### src/rtl/thermal_pkg.sv
// Shared constants and types for the thermal monitor.
package thermal_pkg;
    localparam int unsigned DEF_SENSORS = 9;
    localparam int unsigned DEF_TEMP_W  = 8;

    // Graded response produced by the response controller.
    typedef struct packed {
        logic alert;   // lower voltage/frequency request
        logic halt;    // sticky shutdown request
    } resp_t;
endpackage

### src/rtl/sensor_bank.sv
// sensor_bank: holds the latest sample of each sensor and a flag recording
// whether that sensor has reported since reset.
// Assumes: each strobe is a single-cycle qualifier for its own data lane.
module sensor_bank #(
    parameter int N = 9,
    parameter int W = 8
) (
    input  logic           clk,
    input  logic           rst_n,
    input  logic [N-1:0]   valid_i,
    input  logic [N*W-1:0] data_i,
    output logic [N*W-1:0] temps_o,
    output logic [N-1:0]   seen_o
);
    logic [N*W-1:0] temps_q;
    logic [N-1:0]   seen_q;

    for (genvar i = 0; i < N; i++) begin : g_lane
        // Capture the lane's sample and mark it reported on its strobe.
        always_ff @(posedge clk) begin
            if (!rst_n) begin
                temps_q[i*W +: W] <= '0;
                seen_q[i]         <= 1'b0;
            end else if (valid_i[i]) begin
                temps_q[i*W +: W] <= data_i[i*W +: W];
                seen_q[i]         <= 1'b1;
            end
        end

        // a reported sensor never drops out of the population.
        assert_seen_sticky_R1: assert property (@(posedge clk) disable iff (!rst_n)
            seen_q[i] |=> seen_q[i]);

        // without a strobe the lane holds its value.
        assert_lane_hold_R1: assert property (@(posedge clk) disable iff (!rst_n)
            !valid_i[i] |=> $stable(temps_q[i*W +: W]));
    end

    assign temps_o = temps_q;
    assign seen_o  = seen_q;
endmodule

### src/rtl/stats_unit.sv
// stats_unit: registers the maximum and truncated mean over the sensors that
// have reported since reset; both read 0 while no sensor has reported.
// Assumes: inputs come straight from registers, so one divide per cycle fits.
module stats_unit #(
    parameter int N = 9,
    parameter int W = 8
) (
    input  logic           clk,
    input  logic           rst_n,
    input  logic [N*W-1:0] temps_i,
    input  logic [N-1:0]   seen_i,
    output logic [W-1:0]   peak_o,
    output logic [W-1:0]   avg_o,
    output logic           any_o
);
    localparam int CNT_W = $clog2(N + 1);
    localparam int SUM_W = W + $clog2(N);

    // Restoring division of an unsigned sum by a non-zero count.
    function automatic logic [SUM_W-1:0] udiv(input logic [SUM_W-1:0] num,
                                               input logic [CNT_W-1:0] den);
        logic [SUM_W:0]   rem;
        logic [SUM_W-1:0] quo;
        rem = '0;
        quo = '0;
        for (int b = SUM_W - 1; b >= 0; b--) begin
            rem = {rem[SUM_W-1:0], num[b]};
            if (rem >= {{(SUM_W + 1 - CNT_W){1'b0}}, den}) begin
                rem    = rem - {{(SUM_W + 1 - CNT_W){1'b0}}, den};
                quo[b] = 1'b1;
            end
        end
        return quo;
    endfunction

    logic [W-1:0]     max_c;
    logic [SUM_W-1:0] sum_c;
    logic [CNT_W-1:0] cnt_c;
    logic [SUM_W-1:0] quo_c;

    // Reduce the reported lanes to a maximum, a sum and a population count.
    always_comb begin
        max_c = '0;
        sum_c = '0;
        cnt_c = '0;
        for (int i = 0; i < N; i++) begin
            if (seen_i[i]) begin
                if (temps_i[i*W +: W] > max_c) max_c = temps_i[i*W +: W];
                sum_c = sum_c + {{(SUM_W - W){1'b0}}, temps_i[i*W +: W]};
                cnt_c = cnt_c + CNT_W'(1);
            end
        end
        quo_c = (cnt_c == '0) ? '0 : udiv(sum_c, cnt_c);
    end

    logic [W-1:0] peak_q, avg_q;
    logic         any_q;

    // Register the statistics once per cycle.
    always_ff @(posedge clk) begin
        if (!rst_n) begin
            peak_q <= '0;
            avg_q  <= '0;
            any_q  <= 1'b0;
        end else begin
            peak_q <= max_c;
            avg_q  <= quo_c[W-1:0];
            any_q  <= (cnt_c != '0);
        end
    end

    // a mean never exceeds the maximum of the same population.
    assert_avg_le_peak_R3: assert property (@(posedge clk) disable iff (!rst_n)
        avg_q <= peak_q);

    // with nothing reported the statistics stay zero.
    assert_empty_zero_R2: assert property (@(posedge clk) disable iff (!rst_n)
        !any_q |-> (peak_q == '0 && avg_q == '0));

    assign peak_o = peak_q;
    assign avg_o  = avg_q;
    assign any_o  = any_q;
endmodule

### src/rtl/response_ctrl.sv
// response_ctrl: turns the maximum into a hysteretic alert and a sticky halt.
// Assumes: thresholds are quasi-static; both responses need a reported sensor.
module response_ctrl #(
    parameter int W = 8
) (
    input  logic               clk,
    input  logic               rst_n,
    input  logic [W-1:0]       peak_i,
    input  logic               any_i,
    input  logic [W-1:0]       alert_level_i,
    input  logic [W-1:0]       hyst_i,
    input  logic [W-1:0]       crit_level_i,
    output thermal_pkg::resp_t resp_o
);
    logic [W-1:0] release_lvl;
    logic         alert_q, halt_q;

    // Saturating release point below the alert threshold.
    always_comb begin
        release_lvl = (hyst_i >= alert_level_i) ? '0 : alert_level_i - hyst_i;
    end

    // Set the alert at the threshold, clear it below the release point.
    always_ff @(posedge clk) begin
        if (!rst_n)                                  alert_q <= 1'b0;
        else if (any_i && peak_i >= alert_level_i)   alert_q <= 1'b1;
        else if (!any_i || peak_i < release_lvl)     alert_q <= 1'b0;
    end

    // Latch the halt at the critical limit; only reset releases it.
    always_ff @(posedge clk) begin
        if (!rst_n)                                  halt_q <= 1'b0;
        else if (any_i && peak_i >= crit_level_i)    halt_q <= 1'b1;
    end

    // once raised, the halt stays raised.
    assert_halt_sticky_R7: assert property (@(posedge clk) disable iff (!rst_n)
        halt_q |=> halt_q);

    // the alert only rises on a maximum at or above the threshold.
    assert_alert_rise_R5: assert property (@(posedge clk) disable iff (!rst_n)
        $rose(alert_q) |-> $past(peak_i >= alert_level_i));

    // the alert only falls on a maximum below the release point.
    assert_alert_fall_R6: assert property (@(posedge clk) disable iff (!rst_n)
        $fell(alert_q) |-> $past(!any_i || peak_i < release_lvl));

    assign resp_o.alert = alert_q;
    assign resp_o.halt  = halt_q;
endmodule

### src/rtl/thermal_monitor.sv
// thermal_monitor: top of the nine-sensor thermal monitor. Samples feed a
// bank, statistics are registered, responses follow, and a combinational
// read port exposes sensors, maximum and mean.
// Assumes: rd_addr is driven synchronously by the management agent.
module thermal_monitor #(
    parameter int N  = thermal_pkg::DEF_SENSORS,
    parameter int W  = thermal_pkg::DEF_TEMP_W,
    localparam int AW = $clog2(N + 2)
) (
    input  logic           clk,
    input  logic           rst_n,
    input  logic [N-1:0]   smp_valid,
    input  logic [N*W-1:0] smp_data,
    input  logic [W-1:0]   alert_level,
    input  logic [W-1:0]   hyst_amount,
    input  logic [W-1:0]   crit_level,
    input  logic [AW-1:0]  rd_addr,
    output logic [W-1:0]   rd_data,
    output logic           vf_reduce_req,
    output logic           clkgen_off,
    output logic           vreg_off
);
    localparam int PEAK_ADDR = N;
    localparam int AVG_ADDR  = N + 1;

    logic [N*W-1:0]     temps;
    logic [N-1:0]       seen;
    logic [W-1:0]       peak, avg;
    logic               any_seen;
    thermal_pkg::resp_t resp;

    sensor_bank #(.N(N), .W(W)) u_bank (
        .clk(clk), .rst_n(rst_n), .valid_i(smp_valid), .data_i(smp_data),
        .temps_o(temps), .seen_o(seen));

    stats_unit #(.N(N), .W(W)) u_stats (
        .clk(clk), .rst_n(rst_n), .temps_i(temps), .seen_i(seen),
        .peak_o(peak), .avg_o(avg), .any_o(any_seen));

    response_ctrl #(.W(W)) u_resp (
        .clk(clk), .rst_n(rst_n), .peak_i(peak), .any_i(any_seen),
        .alert_level_i(alert_level), .hyst_i(hyst_amount),
        .crit_level_i(crit_level), .resp_o(resp));

    // Select a sensor, the maximum, the mean, or zero for unused addresses.
    always_comb begin
        rd_data = '0;
        for (int i = 0; i < N; i++)
            if (rd_addr == AW'(i)) rd_data = temps[i*W +: W];
        if (rd_addr == AW'(PEAK_ADDR)) rd_data = peak;
        if (rd_addr == AW'(AVG_ADDR))  rd_data = avg;
    end

    assign vf_reduce_req = resp.alert;
    assign clkgen_off    = resp.halt;
    assign vreg_off      = resp.halt;

    // both shutdown requests always move together.
    assert_halt_pair_R7: assert property (@(posedge clk) disable iff (!rst_n)
        clkgen_off == vreg_off);

    // addresses beyond the mean read zero.
    assert_reserved_zero_R4: assert property (@(posedge clk) disable iff (!rst_n)
        (rd_addr > AW'(AVG_ADDR)) |-> (rd_data == '0));
endmodule

### config.mk
export PLATFORM = sky130hd
export DESIGN_NAME = thermal_monitor
export DESIGN_NICKNAME = d
export VERILOG_FILES = /design/src/rtl/thermal_pkg.sv /design/src/rtl/sensor_bank.sv /design/src/rtl/stats_unit.sv /design/src/rtl/response_ctrl.sv /design/src/rtl/thermal_monitor.sv
export SDC_FILE = /design/constraint.sdc
export NUM_CORES = 1
export LEC_CHECK = 0
export ABC_AREA = 1
export BUFFER_PORTS_ARGS = -buffer_cell sky130_fd_sc_hd__buf_2
export CAP_MARGIN = 10
export CORE_MARGIN = 2
export CORE_UTILIZATION = 59
export DETAILED_ROUTE_END_ITERATION = 16
export PLACE_DENSITY = 0.83
export SLEW_MARGIN = 10
export SYNTH_ARGS = -nofsm -noshare
export SYNTH_HDL_FRONTEND = slang
export SYNTH_SLANG_ARGS = --single-unit
### constraint.sdc
create_clock -name clk -period 29.8 [get_ports clk]
set_input_delay 8.94 -clock clk [delete_from_list [all_inputs] [get_ports clk]]
set_output_delay 8.94 -clock clk [all_outputs]
set_load 0.03 [all_outputs]
Word level (Yosys, flattened, before mapping):

Cells that the tools add are included.

* register bits after elaboration: 100

* eq/ne operators: 10
* bitwise gates (word level): 1
* muxes and demuxes: 69
* $add $sub $neg: 28
* $lt $le $gt $ge: 25
* reduce and logical (&&, ||, !) cells: 9

Operators with widths (count)
* 8-bit two-way mux: 31
* 12-bit two-way mux: 19
* 13-bit by 4-bit >= comparator with 1-bit output: 11
* 12-bit by 4-bit subtractor with 12-bit output: 10
* 12-bit by 8-bit adder with 12-bit output: 7
* 8-bit > comparator: 8
* 4-bit two-way mux: 8
* 4-bit by 1-bit adder with 4-bit output, second input constant: 7
* 8-bit >= comparator: 3
* 4-bit by 3-bit equality test with 1-bit output, second input constant: 4
* 4-bit equality test, second input constant: 3
* 1-bit two-way mux: 11
* 8-bit by 8-bit adder with 9-bit output: 1
* 4-bit by 2-bit equality test with 1-bit output, second input constant: 2
* 8-bit by 1-bit > comparator with 1-bit output, second input constant: 1
* 4-bit logical NOT: 2
* 8-bit < comparator: 1
* 8-bit subtractor: 1
* 1-bit by 4-bit subtractor with 5-bit output: 1
* 4-bit by 1-bit equality test with 1-bit output, second input constant: 1
* 1-bit by 4-bit >= comparator with 1-bit output: 1
* 4-bit nonzero test: 1
* 1-bit by 1-bit adder with 2-bit output, second input constant: 1
* 1-bit logical AND: 2
* other kinds (5): 5

Depth between registers and ports, before layout:

* depth after elaboration: 41
* depth in mapped cells: 181
* mapped depth without buffers: 174

Cells and area by module:

Synthesis repeated with hierarchy kept, for this count alone.

* cells, all modules: 2908
* area, all modules: 17222.8 µm²

Modules (own cells, without submodules)
* stats_unit: cells each 2092, times used 1, area each 12050.3 µm², seq. area each 340.3 µm²
* sensor_bank: cells each 486, times used 1, area each 3354.5 µm², seq. area each 1621.6 µm²
* response_ctrl: cells each 162, times used 1, area each 1036.0 µm², seq. area each 40.0 µm²
* thermal_monitor: cells each 168, times used 1, area each 782.0 µm², seq. area each 0.0 µm²

Worst setup path after synthesis:

No wires, ideal clock.

* path kind: register to register
* start point: reg u_bank.seen_q[0] (netlist: u_bank.seen_o[0])
* end point: reg u_stats.avg_q[0] (netlist: u_stats.avg_o[0])
* path buffers: 8
* arrival time: 24.533 ns
* setup slack: 5.147 ns
* data required time: 29.680 ns
* cell stages (with the launch flop): 166
* clock period less this slack: 24.653 ns
* cell sequence: dfxtp_1 buf_4 nand2_1 inv_1 ha_1 fa_1 nand2_1 o21ai_0 fa_1 inv_1 o21ai_0 inv_1 fa_1 o21ai_0 inv_1 fa_1 o21ai_0 inv_1 [130 not listed] o21ai_0 ha_1 a21oi_1 nand2_1 a21oi_1 nand3_2 nor2_4 nand3_4 mux2i_1 ha_1 a21oi_1 o21bai_1 a21oi_1 nand2_1 nor2_1 nand3_1 nor2_1 nor2_1

* longest elaborated chain between the ends: 41
* elaborated cells between the ends (all ways): 71
* classes of those cells: add/sub (27); order compare (12); mux (30); reduce/logical (2)

RTL lines
* from (decl): line sensor_bank.sv:16 `logic [N-1:0] seen_q;`
* from (signal, indexed assignment): line sensor_bank.sv:23 `seen_q[i] <= 1'b0;`
* from (signal, indexed assignment): line sensor_bank.sv:26 `seen_q[i] <= 1'b1;`
* 8-bit two-way mux or 1-bit two-way mux (tied branches): line stats_unit.sv:47 `if (seen_i[i]) begin`
* 8-bit by 8-bit adder with 9-bit output or 1-bit by 1-bit adder with 2-bit output (tied branches): line stats_unit.sv:49, stats_unit.sv:50
* 12-bit two-way mux or 4-bit two-way mux (tied branches): line stats_unit.sv:47
* 12-bit by 8-bit adder with 12-bit output or 4-bit by 1-bit adder with 4-bit output (tied branches): line stats_unit.sv:49, stats_unit.sv:50
* 12-bit two-way mux or 4-bit two-way mux (tied branches): line stats_unit.sv:47
* 12-bit by 8-bit adder with 12-bit output or 4-bit by 1-bit adder with 4-bit output (tied branches): line stats_unit.sv:49, stats_unit.sv:50
* 12-bit two-way mux or 4-bit two-way mux (tied branches): line stats_unit.sv:47
* 12-bit by 8-bit adder with 12-bit output or 4-bit by 1-bit adder with 4-bit output (tied branches): line stats_unit.sv:49, stats_unit.sv:50
* [25 not listed]
* 12-bit by 4-bit subtractor with 12-bit output or 13-bit by 4-bit >= comparator with 1-bit output (tied branches): line stats_unit.sv:29, stats_unit.sv:28
* 12-bit two-way mux: line stats_unit.sv:28 `if (rem >= {{(SUM_W + 1 - CNT_W){1'b0}}, den}) begin`
* 12-bit by 4-bit subtractor with 12-bit output or 13-bit by 4-bit >= comparator with 1-bit output (tied branches): line stats_unit.sv:29, stats_unit.sv:28
* 12-bit two-way mux: line stats_unit.sv:28
* 12-bit by 4-bit subtractor with 12-bit output or 13-bit by 4-bit >= comparator with 1-bit output (tied branches): line stats_unit.sv:29, stats_unit.sv:28
* 12-bit two-way mux: line stats_unit.sv:28
* 13-bit by 4-bit >= comparator with 1-bit output: line stats_unit.sv:28
* 1-bit two-way mux: line stats_unit.sv:28
* to (signal assigned): line stats_unit.sv:67 `avg_q <= quo_c[W-1:0];`
* to (decl): line stats_unit.sv:56 `logic [W-1:0] peak_q, avg_q;`

Parallel ways exist; a longest one is shown, timed or not.
A chain may end at the register's enable or synchronous reset.

Final worst setup path:

Ends and elaborated chain as after synthesis.

==> results.md <==
- DRC: 0
- Fmax: ~37 MHz
- Drt wl/cell: 15.9 um
- Type of the worst setup path: reg -> reg
- Post-place instance area: around 17000 um^2
- CP Launch Type: flip-flop
- Antenna violations before repair: 0
- Simple-gate share of the synthesized area: between 30% and 40%
- Gr ovfl total: 0
- CTS Buf Count: 9
- Port bufs: ~120
- RR Endpoint: u_stats.avg_o[0]
- Multi-input gate area: 12500 um^2
- Worst EP required: about 30000 ps
- Min-Delay Endpoint: u_resp.halt_q
- Cell mode on critical path: nand2_1
- Vias/cell: 5.78
- DR top layer: met4
- Number of synthesis warnings: 0
- Hold Path Depth: 2
- RSZ-0062 raised after global routing: no
- Vias in the first global route: 16.6k
- Syn_area_per_cell: 6.13 um^2
- Finished Core Util: 64.4%
- Most common flop cell mapped by yosys: dfxtp_1
- Post-Syn Instances: around 2.6k
- Layout area overhead: 7.43%
- Tmin final: roughly 27000 ps
- Post-Synth XOR/XNOR Area: under 10%
- Yosys cell types: between 50 and 60
- Critical Path End Type: flip-flop
- Multiplexer share of the synthesized area: less than 1%
- Setup tns final: 0 ps
- Worst min-delay path class: reg -> reg
- Post-synthesis sequential area ratio: between 10% and 20%
- CTS sink cnt: 100
- I/O pin count: about 120
- RD Place Congestion: between 0.9 and 1
- Final clock skew: just under 10 ps
- Layout cells sized above 1: 10.8%
- FP Rows: 60
- Wire length on met2: around 22 mm
- Critical path data arrival time: roughly 27000 ps
- Worst path slowest cell: fa_1
- Endpoints failing setup: 0
- Clock-pin transition on the worst setup and hold timing paths: ~70 ps
- R2r setup slk: between 2000 and 3000 ps
- Largest family of logic cells by synthesized area: simple AND/OR/NAND/NOR gates
- Met1 wire length: approximately 22 mm
- Crit-path max cell delay: approximately 440 ps
- Vias: ~18k
- # H-tree levels: 3
- Die Width: approximately 170 um
- Core area: about 27000 um^2
- Synth Area in Compound Gates: between 10% and 20%
- Die ar.: about 29000 um^2
- Slew @ Worst Pin: 985 ps
- Starting Density: 60.0%
- Hold_buf cts: 0
- Met3 WL: between 4 and 5 mm
- N_diodes: 0
- Largest net degree at the start of global routing: 85
- Max-slew violations: 0
- CTS Buffer Depth: 2
- Reg2Reg Depth: between 150 and 200
- Number of max-cap violations: 0
- Global-route wire length before repair: between 80 and 90 mm
- Routed WL: approximately 49 mm
- R2R Path Start: u_bank.seen_o[0]
- EDFF count, synth: 0
- Final instance area: roughly 17000 um^2
- Final hold violations: 0
- CTS tree: done
- Post-Syn Area: about 16000 um^2
- Crit-path max FO: 18
- Post-route ant nets: 0
- DP HPWL: between 40 and 50 mm
- 1st-pass router iterations: 6
- Tcrit/Tclk final: between 90% and 100%
- Detailed Route Iter0 Violations: approximately 1.8k
- Status: completed
- Die span in y: 169 um
- Syn Nets: just under 3k
- Worst-skew pair later-pin latency: 360 ps
- Storage cell area: approximately 2000 um^2
- Overall routing resource usage: approximately a third
- # fillers: about 2.6k
- Ys async rst share: 0%
- # nets final: between 3k and 4k
- Clock root buffer: clkbuf_16
- Hold_sp: u_resp.halt_q
- Number of synthesized register bits: 100
- Synth Area in Adders: 19.0%
- Normalized max-slew margin: about a third
-- how the worst max path moves through the flow --
stage | start | endpoint | slack [ps] | cells past startpoint
finish | u_bank.seen_o[0] | u_stats.avg_o[0] | 2810 | 165
global route | u_bank.seen_o[0] | u_stats.avg_o[0] | 50 | 165
CTS | u_bank.seen_o[0] | u_stats.avg_o[0] | 1370 | 162
detailed placement | u_bank.seen_o[0] | u_stats.avg_o[0] | 1450 | 162
global placement | u_bank.seen_o[0] | u_stats.avg_o[0] | 2820 | 162
floorplan | u_bank.seen_o[0] | u_stats.avg_o[0] | 5150 | 165
-- through the flow --
step                hold WS, ps  worst slack (ps)  std cells
detailed placement          479              1450       3058
global route                516              47.3       3074
floorplan                   416              5150       2634
finish                      484              2810       3074
CTS                         489              1370       3074
global placement            463              2820       3058
-- cell families after synthesis --
| logic type | count (synthesis) |
|---|---|
| AND/OR/NAND/NOR | 1222 |
| AO/OA/AOI/OAI | 541 |
| buffers and inverters | 441 |
| adder cells (fa/ha/maj) | 234 |
| flip-flops | 100 |
| XOR/XNOR | 85 |
| multiplexers | 11 |
-- critical path, delay by kind of cell, from the launching register on --
kind,cells,cell delay (ps)
buffers and inverters,14,1440
and+or+nand+nor,78,9160
xor gates and xnor gates,3,430
DFF,1,390
adders and majority gates,22,7140
AOI/OAI and AO/OA,48,8210
-- cells in the mapped netlist, types with 3 or more instances --
library cell  count  share of area, %
ha_1            215                17
o311ai_0          7              0.38
or2_2            11              0.43
o21a_1           12              0.56
o21ai_2           3              0.16
a21oi_1         166               5.1
inv_1           368               8.5
nor3_1           11              0.34
o211ai_1          9              0.42
nor2_1          252               5.9
buf_6             7              0.49
nand4_2           3              0.23
o22ai_1           8              0.31
xor2_1           57               3.1
nand2_4          11              0.77
nor2_2            8              0.31
o31ai_1           3              0.14
a21boi_0          3              0.14
o21ai_1          22              0.68
nand2_2          42               1.6
nor2_4           14              0.98
o21bai_1         12              0.56
a31oi_1          10              0.39
nand3_4           6              0.65
mux2i_1          11              0.68
nand4_1          52               2.0
buf_4             7              0.33
dfxtp_1         100                12
nand2_1         629                15
a221oi_1          8              0.43
xnor2_1          28               1.5
nand3_1         154               4.8
inv_2            14              0.33
clkbuf_1         32              0.74
o21ai_0         261               8.1
nand3b_1          6              0.28
o221ai_1          7              0.38
nand3_2          19               1.2
clkinv_1          8              0.19
fa_1             19               2.4
-- sequential cells by signal (all words and copies together), names as in the netlist --
signal / cells
u_bank.seen_o: 9
u_bank.temps_o: 72
u_resp.alert_q: 1
u_resp.halt_q: 1
u_stats.any_o: 1
u_stats.avg_o: 8
u_stats.peak_o: 8
-- cell usage in the layout (no fill, tap or decap), drive strengths merged, types with 2 or more instances in the layout --
master,count
o22ai,8
o21a,12
o221ai,7
dfxtp,100
o31ai,3
a21oi,168
a211oi,2
xor2,57
nor3,12
nor2,274
xnor2,28
clkbuf,11
mux2i,11
o211ai,9
clkinv,11
a22oi,2
or2,11
fa,19
ha,215
buf,133
nand4,55
nand3,179
o21ai,287
a31oi,10
a21boi,3
o21bai,12
nand2,682
inv,384
nand3b,6
o311ai,8
a221oi,8
-- metal layers --
| layer | vias up | track usage, % |
|---|---|---|
| met5 | - | 0 |
| met4 | 0 | 8.88 |
| met3 | 80 | 4.73 |
| met2 | 697 | 56.4 |
| met1 | 8107 | 47.3 |
| li1 | 8875 | - |
-- layout make-up --
| cell class | count | share of cell area [%] |
|---|---|---|
| multi-input combinational | 2093 | 71.9 |
| clock buffer | 11 | 1.40 |
| clock inverter | 5 | 0.259 |
| inverter | 391 | 8.46 |
| tap | 341 | 2.46 |
| sequential | 100 | 11.5 |
| timing repair buffer | 133 | 4.01 |
-- repair_timing --
item	in CTS	in global routing
resized for setup	0	35
setup buffers	0	0
endpoints found under the setup margin	0	2
Power is left out: the tool's default activity adds up to more than one toggle a clock period on the data nets, which glitch-free logic cannot reach.
